==> config.mk <==
export PLATFORM = sky130hd
export DESIGN_NAME = dma_tag_seq
export DESIGN_NICKNAME = d
export VERILOG_FILES = /design/src/rtl/dma_tag_pkg.sv /design/src/rtl/dma_tag_decode.sv /design/src/rtl/dma_ret_stack.sv /design/src/rtl/dma_tag_seq.sv
export SDC_FILE = /design/constraint.sdc
export NUM_CORES = 1
export LEC_CHECK = 0
export ABC_CLOCK_PERIOD_IN_PS = 4500
export BUFFER_PORTS_ARGS = -buffer_cell sky130_fd_sc_hd__buf_2
export CAP_MARGIN = 20
export CORE_MARGIN = 1.5
export CORE_UTILIZATION = 30
export CTS_CLUSTER_SIZE = 20
export DETAILED_ROUTE_END_ITERATION = 16
export MAX_ROUTING_LAYER = met4
export PLACE_DENSITY = 0.45
export SYNTH_ARGS = -nofsm -noshare
export SYNTH_HDL_FRONTEND = slang
export SYNTH_HIERARCHICAL = 1
export SYNTH_SLANG_ARGS = --single-unit
==> constraint.sdc <==
create_clock -name clk -period 4.5 [get_ports clk]
set_input_delay 0.225 -clock clk [delete_from_list [all_inputs] [get_ports clk]]
set_output_delay 0.225 -clock clk [all_outputs]
set_load 0.02 [all_outputs]
==> src/rtl/dma_tag_pkg.sv <==
package dma_tag_pkg;

  typedef enum logic [2:0] {
    TAG_REF_LAST  = 3'd0,
    TAG_COUNT     = 3'd1,
    TAG_JUMP      = 3'd2,
    TAG_REF_DATA  = 3'd3,
    TAG_REF_STALL = 3'd4,
    TAG_CALL      = 3'd5,
    TAG_RETURN    = 3'd6,
    TAG_STOP      = 3'd7
  } tag_kind_e;

  localparam int unsigned QW_BYTES_LOG2 = 4;

endpackage

==> src/rtl/dma_tag_decode.sv <==
module dma_tag_decode
  import dma_tag_pkg::*;
#(
  parameter int unsigned AW    = 32,
  parameter int unsigned QW    = 16,
  parameter int unsigned DEPTH = 2,
  parameter int unsigned PW    = $clog2(DEPTH + 1)
) (
  input  logic [2:0]    tag_id,
  input  logic [QW-1:0] tag_qwc,
  input  logic [AW-1:0] tag_addr,
  input  logic [AW-1:0] cur_ptr,
  input  logic          stack_en,
  input  logic [PW-1:0] depth,
  input  logic [AW-1:0] pop_data,
  output logic          upd,
  output logic [AW-1:0] nxt_data,
  output logic [AW-1:0] nxt_tag,
  output logic          end_o,
  output logic          ovf_o,
  output logic          push,
  output logic          pop,
  output logic [AW-1:0] push_data
);

  localparam logic [AW-1:0] QW_BYTES = AW'(1) << QW_BYTES_LOG2;

  function automatic logic [AW-1:0] after_tag(input logic [AW-1:0] p);
    return p + QW_BYTES;
  endfunction

  function automatic logic [AW-1:0] past_payload(input logic [AW-1:0] base,
                                                 input logic [QW-1:0] n);
    logic [AW-1:0] span;
    span = AW'(n) << QW_BYTES_LOG2;
    return base + span;
  endfunction

  logic          stk_full;
  logic          stk_has;
  logic [AW-1:0] body;

  assign stk_full = (depth >= PW'(DEPTH));
  assign stk_has  = (depth != '0) && (depth <= PW'(DEPTH));
  assign body     = after_tag(cur_ptr);

  always_comb begin
    upd       = 1'b1;
    nxt_data  = body;
    nxt_tag   = cur_ptr;
    end_o     = 1'b0;
    ovf_o     = 1'b0;
    push      = 1'b0;
    pop       = 1'b0;
    push_data = past_payload(body, tag_qwc);
    unique case (tag_kind_e'(tag_id))
      TAG_REF_LAST: begin
        nxt_data = tag_addr;
        end_o    = 1'b1;
      end
      TAG_COUNT: begin
        nxt_tag = past_payload(body, tag_qwc);
      end
      TAG_JUMP: begin
        nxt_tag = tag_addr;
      end
      TAG_REF_DATA, TAG_REF_STALL: begin
        nxt_data = tag_addr;
        nxt_tag  = body;
      end
      TAG_CALL: begin
        if (!stack_en) begin
          upd = 1'b0;
        end else if (stk_full) begin
          end_o = 1'b1;
          ovf_o = 1'b1;
        end else begin
          push    = 1'b1;
          nxt_tag = tag_addr;
        end
      end
      TAG_RETURN: begin
        if (!stack_en) begin
          upd = 1'b0;
        end else if (stk_has) begin
          pop     = 1'b1;
          nxt_tag = pop_data;
        end else begin
          end_o = 1'b1;
        end
      end
      TAG_STOP: begin
        end_o = 1'b1;
      end
      default: begin
        upd = 1'b0;
      end
    endcase
  end

endmodule

==> src/rtl/dma_ret_stack.sv <==
module dma_ret_stack #(
  parameter int unsigned AW    = 32,
  parameter int unsigned DEPTH = 2,
  parameter int unsigned PW    = $clog2(DEPTH + 1)
) (
  input  logic          clk,
  input  logic          rst_n,
  input  logic          push,
  input  logic          pop,
  input  logic [AW-1:0] push_data,
  output logic [PW-1:0] depth,
  output logic [AW-1:0] top_data
);

  logic [AW-1:0] slot [DEPTH];

  for (genvar g = 0; g < DEPTH; g++) begin : g_slot
    always_ff @(posedge clk) begin
      if (!rst_n) begin
        slot[g] <= '0;
      end else if (push && depth == PW'(g)) begin
        slot[g] <= push_data;
      end else if (pop && depth == PW'(g + 1)) begin
        slot[g] <= '0;
      end
    end
  end

  always_ff @(posedge clk) begin
    if (!rst_n) begin
      depth <= '0;
    end else if (push) begin
      depth <= depth + PW'(1);
    end else if (pop) begin
      depth <= depth - PW'(1);
    end
  end

  always_comb begin
    top_data = '0;
    for (int i = 0; i < DEPTH; i++) begin
      if (depth == PW'(i + 1)) top_data = slot[i];
    end
  end

endmodule

==> src/rtl/dma_tag_seq.sv <==
module dma_tag_seq #(
  parameter int unsigned AW    = 32,
  parameter int unsigned QW    = 16,
  parameter int unsigned DEPTH = 2,
  parameter int unsigned PW    = $clog2(DEPTH + 1)
) (
  input  logic          clk,
  input  logic          rst_n,
  input  logic          req,
  input  logic [2:0]    tag_id,
  input  logic [QW-1:0] tag_qwc,
  input  logic [AW-1:0] tag_addr,
  input  logic [AW-1:0] cur_tag_ptr,
  input  logic          stack_en,
  output logic [AW-1:0] data_addr,
  output logic [AW-1:0] next_tag_ptr,
  output logic          done,
  output logic          chain_end,
  output logic          overflow,
  output logic [PW-1:0] stack_depth
);

  logic          dec_upd;
  logic [AW-1:0] dec_data;
  logic [AW-1:0] dec_tag;
  logic          dec_end;
  logic          dec_ovf;
  logic          dec_push;
  logic          dec_pop;
  logic [AW-1:0] dec_push_data;
  logic [AW-1:0] stk_top;
  logic          stk_push;
  logic          stk_pop;

  dma_tag_decode #(.AW(AW), .QW(QW), .DEPTH(DEPTH), .PW(PW)) u_dec (
    .tag_id    (tag_id),
    .tag_qwc   (tag_qwc),
    .tag_addr  (tag_addr),
    .cur_ptr   (cur_tag_ptr),
    .stack_en  (stack_en),
    .depth     (stack_depth),
    .pop_data  (stk_top),
    .upd       (dec_upd),
    .nxt_data  (dec_data),
    .nxt_tag   (dec_tag),
    .end_o     (dec_end),
    .ovf_o     (dec_ovf),
    .push      (dec_push),
    .pop       (dec_pop),
    .push_data (dec_push_data)
  );

  assign stk_push = req && dec_push;
  assign stk_pop  = req && dec_pop;

  dma_ret_stack #(.AW(AW), .DEPTH(DEPTH), .PW(PW)) u_stk (
    .clk       (clk),
    .rst_n     (rst_n),
    .push      (stk_push),
    .pop       (stk_pop),
    .push_data (dec_push_data),
    .depth     (stack_depth),
    .top_data  (stk_top)
  );

  always_ff @(posedge clk) begin
    if (!rst_n) begin
      data_addr    <= '0;
      next_tag_ptr <= '0;
      done         <= 1'b0;
      chain_end    <= 1'b0;
      overflow     <= 1'b0;
    end else begin
      done <= req;
      if (req) begin
        chain_end <= dec_end;
        overflow  <= dec_ovf;
        if (dec_upd) begin
          data_addr    <= dec_data;
          next_tag_ptr <= dec_tag;
        end
      end else begin
        chain_end <= 1'b0;
        overflow  <= 1'b0;
      end
    end
  end

endmodule

==> results.yml <==
setup_path:
  worstSetupStartpointType: "input pin"
  critPathKind: "in -> reg"
  path_cells: "buf_2, ha_1, and4_2, and2_1, and3_2, xnor2_1, inv_1, ha_1, o21ai_0, a22oi_1, o21ai_0, buf_4, or4_4, xor2_1, and2_1"
  critPathTopFamily: "simple AND/OR/NAND/NOR gates"
  critical-path-max-stage-delay_ns: 0.54
  cp_num_buf_inv: 3
  crit_path_top_delay_cell: "sky130_fd_sc_hd__or4_4"
  worst_setup_ep_type: "register"
  path_max_fanout: 8
  worstPathArrival_ns: 3.90
  cp.required_ns: 4.68
pwr:
  seq_power_share: 0.379
  total_leakage_power_nw: 4.214
  clockPowerShare: 0.411
  pwr_density_cell_nw_per_um2: 341.8
  report.power.total_w: 0.003595
  irDropWorstVdd_uv: 208.3
  total_internal_power_w: 0.002393
  switching_power_w: 0.001202
  power_switching_share: 0.3344
  power.combinational.fraction: 0.211
clock_network:
  postCtsHoldBufs: 0
  clock_tree.buffer_depth: 2
  ctsResizeCount: 0
  root_buffer: "sky130_fd_sc_hd__clkbuf_16"
  cts_tree: "yes"
  cts.sink_count: 133
  cts-htree-levels: 4
  clkSlewWorstSetupHoldPaths_ns: 0.08
  cts.repair_timing.setup_buffer_count: 0
  cts_made_buffers: 17
  worst_skew_pair.late_latency_ns: 0.43
die:
  core.rowCount: 63
  io-pin-count: 156
  floorplan.initialDensity: 0.3047
  die_area_um2: 31150
  die_width_um: 176.5
  die_y_um: 176.5
  core_area_um2: 29640
synthesis:
  netlist.top_cell.by_area: "sky130_fd_sc_hd__edfxtp_1"
  synthCells: 986
  yosysWarnings: 6
  netlist_area_um2: 9030
  adder_and_majority_gate_portion_of_the_synthesized_area: 0.03131
  synth_simple_gate_area_frac: 0.2329
  synth_edf_count: 64
  synth.lib_cells_used.distinct: 74
  post-synth-top-count-cell: "sky130_fd_sc_hd__nand2_1"
  postSynthNetCount: 1095
  post_synth_most_frequent_cells: "110 x sky130_fd_sc_hd__nand2_1, 77 x sky130_fd_sc_hd__and2_1, 71 x sky130_fd_sc_hd__nand4_1"
  synth_compound_area_frac: 0.2300
  ys_dominant_reg_cell: "sky130_fd_sc_hd__dfxtp_1"
  synthesis.area_per_instance_um2: 9.158
  muxShareOfSynthArea: 0.01871
  synth_async_sr_flop_share: 0
  top_area_cells_in_the_synthesized_netlist: "sky130_fd_sc_hd__edfxtp_1 21%, sky130_fd_sc_hd__dfxtp_1 15%, sky130_fd_sc_hd__o21ai_2 5.8%"
  synth_top_area_frac: 0.2128
  synth_top_family_by_area: "simple AND/OR/NAND/NOR gates"
  yosys_register_bits: 133
  seq_area_frac_synth: 0.3658
  synth_xor_area_frac: 0.04739
sta:
  hold_viol: 0
  totalNegativeSetupSlack_ns: 0
  time_the_final_worst_path_needs_with_i_o_delays_and_setup_ns: 3.714
  period_share: 0.8253
  slew-limit-headroom: 0.3243
  clock-skew-final_ns: 0.01056
  worstMarginPinSlew_ns: 1.013
  unrepaired_setup_endpoints_after_global_routing: "false"
  setup_viol: 0
  max_freq_ghz: 0.2693
  report.final.slew_viol_count: 0
  setup_ws_ns: 0.7863
placed_design:
  post-place-cells: 1468
  port_buffers: 155
  place_ws_ns: 0.3897
  routabilityCongestion: 0.8737
  detailed_place.area_um2: 9905
  place.detailed.hpwl_mm: 23.01
global_route:
  first_global_vias: 7857
  grtUsageTotal: 0.2159
  grt_pass1_wl_mm: 49.12
  grt_start_max_net_pins: 102
  total_gr_overflow: 0
  number_of_antenna_violations_at_the_first_check_in_global_routing: 2
drt:
  dr.pass1.iters: 7
  drt_first_iter_violations: 667
  remaining_drc_errors: 0
  antenna_viol_nets_final: 0
  wire_length_per_cell_after_detailed_routing_um: 21.80
  route.detailed.vias_per_inst: 5.449
  detailroute.via_count: 8184
  routed_wl_mm: 32.74
run_status:
  status: "completed"
finish:
  finalNetCount: 1206
  post-route-cell-area_um2: 10520
  n_fill_cell: 3173
  drive_above_1_share: 0.2766
  fin_cells: 1502
  area_delta_synth_final_pct: 16.50
job:
  cap_viol_max_count: 0
min_path:
  worst_hold_path_type: "in -> reg"
[sequential cells by signal (all words and copies together) (netlist names)]
name,cells
u_stk/slot,64
data_addr,32
next_tag_ptr,32
u_stk/depth,2
chain_end,1
done,1
overflow,1
[metrics by stage]
step                      hold slack, ns  utilization
after CTS                        0.08926       0.3548
final                             0.1101       0.3549
after detailed placement          0.4467       0.3342
after global placement            0.4420       0.3342
after global routing              0.1080       0.3549
after floorplan                   0.3529            -
[power by group through the flow]
stage	combinational, W	clock [W]	sequential [W]
after floorplan	0.000446	0	0.00144
after global placement	0.000760	0	0.00139
after detailed placement	0.000756	0	0.00139
after CTS	0.000761	0.00150	0.00136
after global routing	0.000824	0.00155	0.00137
final	0.000757	0.00148	0.00136
[logic make-up after synthesis]
logic type	after synthesis
XOR/XNOR	48
multiplexers	15
AO/OA/AOI/OAI	272
AND/OR/NAND/NOR	391
adder cells (fa/ha/maj)	22
flip-flops	133
buffers and inverters	105
[routing by layer]
metal  vias to the layer above  global-route usage  wire length, µm
met2                       230              0.3479            15720
met5                         -                   -                0
li1                       3909                   -                -
met4                         0             0.05014              428
met3                        25             0.03381             1669
met1                      4020              0.2838            14930
[final cells by class]
type | instances | area, µm² | share of cell area
multi-input combinational | 748 | 5106 | 0.4854
sequential | 133 | 3303 | 0.3140
timing repair buffer | 174 | 920.9 | 0.08754
tap | 390 | 488.0 | 0.04638
clock buffer | 17 | 425.4 | 0.04044
clock inverter | 15 | 185.2 | 0.01760
inverter | 23 | 86.33 | 0.008206
antenna | 2 | 5.005 | 0.0004757
[final timing paths]
| kind | startpoint | end | slack (ns) | cells after the start |
|---|---|---|---|---|
| setup / recovery | cur_tag_ptr[4] | u_stk/slot[0][29] | 0.79 | 15 |
| hold / removal | cur_tag_ptr[1] | u_stk/slot[1][1] | 0.11 | 2 |
| setup reg to reg | u_stk/depth[0] | next_tag_ptr[16] | 1.51 | 11 |
| hold reg to reg | data_addr[17] | data_addr[17] | 0.45 | 2 |
[worst register-to-register path, cell delays in order (launching register included)]
cell and delay [ns]:
sky130_fd_sc_hd__dfxtp_1 0.46, sky130_fd_sc_hd__inv_1 0.11, sky130_fd_sc_hd__ha_1 0.21, sky130_fd_sc_hd__buf_4 0.28
sky130_fd_sc_hd__nor2b_4 0.61, sky130_fd_sc_hd__buf_4 0.38, sky130_fd_sc_hd__a22o_1 0.17, sky130_fd_sc_hd__a221o_1 0.13
sky130_fd_sc_hd__a221oi_1 0.05, sky130_fd_sc_hd__a21oi_1 0.30, sky130_fd_sc_hd__nand4_1 0.14, sky130_fd_sc_hd__o21ai_2 0.08
[placed cells by master (no fill, tap or decap), types with 4 or more instances in the layout]
cell type,synthesis,final
sky130_fd_sc_hd__edfxtp_1,64,64
sky130_fd_sc_hd__a222oi_1,18,18
sky130_fd_sc_hd__or3_1,4,4
sky130_fd_sc_hd__a31oi_1,6,6
sky130_fd_sc_hd__nand2_1,110,110
sky130_fd_sc_hd__nor2b_1,10,9
sky130_fd_sc_hd__o31ai_1,4,4
sky130_fd_sc_hd__a22o_1,33,33
sky130_fd_sc_hd__or4_1,4,4
sky130_fd_sc_hd__a221o_1,14,14
sky130_fd_sc_hd__a221oi_1,5,5
sky130_fd_sc_hd__o21ai_2,60,60
sky130_fd_sc_hd__nand2b_1,8,8
sky130_fd_sc_hd__buf_4,8,20
sky130_fd_sc_hd__o21ai_1,5,5
sky130_fd_sc_hd__nor2_1,49,49
sky130_fd_sc_hd__xor2_1,18,18
sky130_fd_sc_hd__inv_1,23,23
sky130_fd_sc_hd__nor3_1,10,9
sky130_fd_sc_hd__buf_2,23,154
sky130_fd_sc_hd__and3_1,7,7
sky130_fd_sc_hd__o21ai_0,22,21
sky130_fd_sc_hd__dfxtp_1,69,69
sky130_fd_sc_hd__a22oi_1,6,6
sky130_fd_sc_hd__ha_1,21,21
sky130_fd_sc_hd__inv_6,0,5
sky130_fd_sc_hd__clkbuf_16,0,17
sky130_fd_sc_hd__xnor2_1,29,29
sky130_fd_sc_hd__a21oi_1,48,47
sky130_fd_sc_hd__inv_8,0,4
sky130_fd_sc_hd__mux2_2,15,15
sky130_fd_sc_hd__nand3_1,14,14
sky130_fd_sc_hd__o211ai_1,13,13
sky130_fd_sc_hd__nand4_1,71,71
sky130_fd_sc_hd__and2_1,77,77
sky130_fd_sc_hd__a21o_1,11,11
(Power assumes the default switching activity.)
